==> src/rtl/msi_dec_pkg.sv <==
package msi_dec_pkg;
  localparam int unsigned REGION_LSB = 16;  // 64 KiB per entry
  localparam int unsigned WORD_LSB   = 2;   // vectors are word spaced
  localparam int unsigned VEC_W      = REGION_LSB - WORD_LSB;

  function automatic logic [VEC_W-1:0] merge_vector(
      input logic [REGION_LSB-1:0] off,
      input logic [VEC_W-1:0]      dat);
    return off[REGION_LSB-1:WORD_LSB] | dat;
  endfunction
endpackage

==> src/rtl/msi_addr_split.sv <==
module msi_addr_split
  import msi_dec_pkg::*;
#(
  parameter int unsigned WIN_AW      = 20,
  parameter int unsigned NUM_ENTRIES = 6,
  parameter int unsigned IDX_W       = 3
) (
  input  logic                  clk_i,
  input  logic                  rst_ni,
  input  logic                  wr_valid_i,
  input  logic [WIN_AW-1:0]     wr_addr_i,
  input  logic [VEC_W-1:0]      wr_data_lo_i,
  output logic                  req_o,
  output logic [IDX_W-1:0]      idx_o,
  output logic [VEC_W-1:0]      vec_o
);
  localparam int unsigned FLD_W = WIN_AW - REGION_LSB;

  logic [FLD_W-1:0] fld;
  logic             in_range;
  logic             req_q;
  logic [IDX_W-1:0] idx_q;
  logic [VEC_W-1:0] vec_q;

  assign fld = wr_addr_i[WIN_AW-1:REGION_LSB];

  // full window decode needs no compare
  generate
    if (NUM_ENTRIES == (1 << FLD_W)) begin : g_full
      assign in_range = 1'b1;
    end else begin : g_cmp
      assign in_range = (32'(fld) < NUM_ENTRIES);
    end
  endgenerate

  always_ff @(posedge clk_i or negedge rst_ni) begin
    if (!rst_ni) begin
      req_q <= 1'b0;
      idx_q <= '0;
      vec_q <= '0;
    end else begin
      req_q <= wr_valid_i & in_range;
      if (wr_valid_i) begin
        idx_q <= fld[IDX_W-1:0];
        vec_q <= merge_vector(wr_addr_i[REGION_LSB-1:0], wr_data_lo_i);
      end
    end
  end

  assign req_o = req_q;
  assign idx_o = idx_q;
  assign vec_o = vec_q;
endmodule

==> src/rtl/msi_irq_sum.sv <==
module msi_irq_sum
  import msi_dec_pkg::*;
#(
  parameter int unsigned IRQ_W = 16
) (
  input  logic             clk_i,
  input  logic             rst_ni,
  input  logic             req_i,
  input  logic [VEC_W-1:0] vec_i,
  input  logic [IRQ_W-1:0] base_i,
  input  logic             used_i,
  output logic             pulse_o,
  output logic [IRQ_W-1:0] num_o
);
  logic             pulse_q;
  logic [IRQ_W-1:0] num_q;

  always_ff @(posedge clk_i or negedge rst_ni) begin
    if (!rst_ni) begin
      pulse_q <= 1'b0;
      num_q   <= '0;
    end else begin
      pulse_q <= req_i & used_i;
      if (req_i) num_q <= base_i + IRQ_W'(vec_i);
    end
  end

  assign pulse_o = pulse_q;
  assign num_o   = num_q;
endmodule

==> src/rtl/msi_wr_decoder.sv <==
module msi_wr_decoder
  import msi_dec_pkg::*;
#(
  parameter int unsigned WIN_AW      = 20,
  parameter int unsigned DATA_W      = 32,
  parameter int unsigned NUM_ENTRIES = 6,
  parameter int unsigned IRQ_W       = 16,
  localparam int unsigned IDX_W      = (NUM_ENTRIES > 1) ? $clog2(NUM_ENTRIES) : 1
) (
  input  logic              clk_i,
  input  logic              rst_ni,
  input  logic              wr_valid_i,
  input  logic [WIN_AW-1:0] wr_addr_i,
  input  logic [DATA_W-1:0] wr_data_i,
  output logic              lkp_req_o,
  output logic [IDX_W-1:0]  lkp_idx_o,
  input  logic [IRQ_W-1:0]  lkp_base_i,
  input  logic              lkp_used_i,
  output logic              irq_valid_o,
  output logic [IRQ_W-1:0]  irq_num_o
);
  logic             s1_req;
  logic [VEC_W-1:0] s1_vec;

  msi_addr_split #(
    .WIN_AW      (WIN_AW),
    .NUM_ENTRIES (NUM_ENTRIES),
    .IDX_W       (IDX_W)
  ) u_split (
    .clk_i        (clk_i),
    .rst_ni       (rst_ni),
    .wr_valid_i   (wr_valid_i),
    .wr_addr_i    (wr_addr_i),
    .wr_data_lo_i (wr_data_i[VEC_W-1:0]),
    .req_o        (s1_req),
    .idx_o        (lkp_idx_o),
    .vec_o        (s1_vec)
  );

  assign lkp_req_o = s1_req;

  msi_irq_sum #(
    .IRQ_W (IRQ_W)
  ) u_sum (
    .clk_i   (clk_i),
    .rst_ni  (rst_ni),
    .req_i   (s1_req),
    .vec_i   (s1_vec),
    .base_i  (lkp_base_i),
    .used_i  (lkp_used_i),
    .pulse_o (irq_valid_o),
    .num_o   (irq_num_o)
  );
endmodule

==> config.mk <==
export PLATFORM = sky130hd
export DESIGN_NAME = msi_wr_decoder
export DESIGN_NICKNAME = d
export VERILOG_FILES = /design/src/rtl/msi_dec_pkg.sv /design/src/rtl/msi_addr_split.sv /design/src/rtl/msi_irq_sum.sv /design/src/rtl/msi_wr_decoder.sv
export SDC_FILE = /design/constraint.sdc
export NUM_CORES = 1
export LEC_CHECK = 0
export BUFFER_PORTS_ARGS = -buffer_cell sky130_fd_sc_hd__buf_2
export CAP_MARGIN = 20
export CORE_ASPECT_RATIO = 0.6
export CORE_UTILIZATION = 47
export CTS_CLUSTER_SIZE = 24
export DETAILED_ROUTE_END_ITERATION = 16
export GPL_ROUTABILITY_DRIVEN = 0
export HOLD_SLACK_MARGIN = 0.1
export PLACE_DENSITY = 0.8
export SKIP_LAST_GASP = 1
export SYNTH_ARGS = -nofsm -noshare
export SYNTH_HDL_FRONTEND = slang
export SYNTH_SLANG_ARGS = --single-unit
==> constraint.sdc <==
create_clock -name clk_i -period 3 [get_ports clk_i]
set_clock_uncertainty 0.2 [all_clocks]
set_input_delay 0.45 -clock clk_i [delete_from_list [all_inputs] [get_ports clk_i]]
set_output_delay 0.45 -clock clk_i [all_outputs]
set_load 0.03 [all_outputs]
==> flow_summary.toml <==
[outcome]
status = "finished clean"

[timing]
finalSetupViolations = 0
max_freq_mhz = 384
worst_pin_slew_ps = 742
slew_headroom_pct = 50.5
fin_setup_tns_ps = 0
hold_viol_final = 0
fin_crit_sh_pct = 86.8
rsz0062_at_grt = "false"
finalMaxSlewViolations = 0
layout_min_cycle_time_ps = 2600

[flow_run]
maxCapViolCount = 0

[floorplanning]
die_w_um = 86.8
die_y_um = 52.9
start_util_pct = 49.2
die_area_mm2 = 0.00459
rows = 18
core_area_mm2 = 0.00412
ioPinCount = 93

[drt]
drtAntennaViolNets = 0
drt-initial-drc-count = 129
wire_per_inst_um = 13.2
drc = 0
firstDrtPassIters = 4
detail_route.vias_per_cell = 5.28
vias = 1796
routed_wl_um = 4500

[pwr]
comb_power_share_pct = 38.8
switching_share_pct = 37.3
intPower_mw = 0.972
power_switching_mw = 0.579
finalPower_mw = 1.55
p_leak_nw = 1.19
seq_power_share_pct = 39.6
power_density_mw_per_mm2 = 611
ir_worst_vdd_mv = 0.335
p_clk_share_pct = 21.6

[global_route]
gr-usage-all-layers_pct = 22.2
antenna_found_initial = 0
grt_pass1_wl_um = 7470
grt_max_degree = 36
grt.overflow.total = 0
grt_pass1_vias = 1546

[synth]
ys_seq_area_share_pct = 43.2
synth.avg_cell_area_um2 = 9.84
synth-main-ff-cell = "dfrtp_1"
syn-instance-count = 206
synth.yosys.warnings = 0
yosys.area.top_type = "dfrtp_1"
synth_top_area_share_pct = 43.2
synthTopCellsByCount = "38 x nor2_1, 35 x dfrtp_1, 27 x a21oi_1"
synth_edf_count = 0
synth_cell_types = 44
synth.most_common_cell = "nor2_1"
synth_nets = 293
netlist_area_mm2 = 0.00203
async_flop_share_pct = 100
synth_area_leaders = "dfrtp_1 43%, ha_1 8.6%, nor2_1 7.0%"
ys_ff_latch = 35

[worst_setup_path]
cp_max_fo = 3
worstSetupPathType = "flop to flop"
end_kind = "flop"
critPathLaunchType = "flop"
crit_arrival_ps = 2570
ff2ff_setup_slack_ps = 400
required_ps = 2970

[clock_network]
clock_path_buffers = 2
post_cts_buffers = 0
ctsHoldBuffers = 1
cts_tree = "done"
cts_buffers = 5
cts_resized = 0
clkTransAtPathRegs_ps = 70
cts_root_buffer = "clkbuf_8"
clock_latency_ps = 280
cts.sinks = 35
cts-htree-levels = 2

[final_layout]
nets = 367
diodes = 0
final_util_pct = 61.6
drive_above_1_share_pct = 35.4
areaGrowthSynthToFinish_pct = 25.3
stdcell_area_mm2 = 0.00254
num-fill-cells = 373
regArea_um2 = 876
multiInputGateArea_mm2 = 0.00110

[worst_hold_path]
hold_path.class = "input port to flop"

[placed_design]
hpwl_um = 3480
port_buffers = 72
placed_cell_area_mm2 = 0.00244
==> final cells by class <==
type	instances	area share (%)
inverter	6	0.887
clock buffer	6	3.25
clock inverter	1	0.197
sequential	35	34.5
timing repair buffer	74	14.9
tap	60	2.96
multi-input combinational	158	43.3
==> worst max-delay path, stage by stage (launching register included) <==
cell      delay [ps]
dfrtp_1          390
ha_1             230
fa_1             400
a21o_1           190
a21o_1           220
a211oi_2         270
o31ai_1          130
xor2_1           180
mux2_4           280
==> worst paths after layout <==
check / startpoint / end / depth (start not counted)
max in group asynchronous: rst_ni / u_split.vec_o[8] / 2
worst min-delay path: wr_addr_i[19] / u_split.req_o / 2
worst max-delay path: u_split.vec_o[0] / u_sum.num_o[12] / 8
min in group asynchronous: rst_ni / u_sum.num_o[10] / 2
worst max register to register: u_split.vec_o[0] / u_sum.num_o[12] / 8
worst min register to register: u_sum.num_o[1] / u_sum.num_o[1] / 1
==> placed cells by master (no fill, tap or decap), drive strengths merged <==
cell type,netlist,final
a211oi,2,2
a21boi,1,1
a21o,6,6
a21oi,28,28
a2bb2oi,1,1
a311o,1,1
a311oi,1,1
a31oi,3,3
and2,1,1
and3,1,1
buf,3,73
clkbuf,4,6
clkinv,0,1
dfrtp,35,35
dlygate4sd3,0,1
fa,1,1
ha,14,14
inv,6,6
mux2,13,13
nand2,4,4
nand2b,1,1
nand3,5,5
nand4,3,3
nor2,38,38
nor2b,2,2
nor3,2,2
o2111a,1,1
o211ai,3,3
o21ai,5,5
o21bai,3,3
o221a,1,1
o22ai,1,1
o2bb2ai,1,1
o31ai,2,2
or2,1,1
or3,2,2
xnor2,4,4
xor2,6,6
==> kinds of logic after synthesis <==
family                   after synthesis  synth area share [%]
XOR/XNOR                              10                  4.32
AO/OA/AOI/OAI                         60                  19.9
adder cells (fa/ha/maj)               15                  9.63
multiplexers                          13                  7.59
AND/OR/NAND/NOR                       60                  12.9
buffers and inverters                 13                  2.47
flip-flops                            35                  43.2
==> stage by stage <==
step | hold slack (ps) | std cells | setup slack (ps)
after floorplan | -45.6 | 206 | 504
after global placement | 285 | 332 | 260
after detailed placement | 291 | 332 | 226
after CTS | 116 | 340 | 390
after global routing | 119 | 340 | 292
final | 121 | 340 | 397
==> per-layer routing <==
layer  global-route usage (%)  vias to the layer above  part of all wire, %
li1                         -                      888                    -
met1                     33.8                      823                   52
met2                     29.8                       78                   40
met3                     5.77                        7                  7.6
met4                     7.50                        0                  1.1
met5                        0                        -                    0
==> power groups by stage <==
stage               clock, mW  sequential, mW  combinational (mW)
floorplan                   0           0.770               0.261
global placement            0           0.618               0.583
detailed placement          0           0.624               0.596
CTS                     0.345           0.616               0.601
global route            0.365           0.626               0.661
finish                  0.336           0.615               0.602
==> flip-flops by register name, indices dropped and copies added (netlist names) <==
name	flops
u_split.req_o	1
u_sum.pulse_o	1
u_split.idx_o	3
u_split.vec_o	14
u_sum.num_o	16
(Power assumes the default switching activity.)
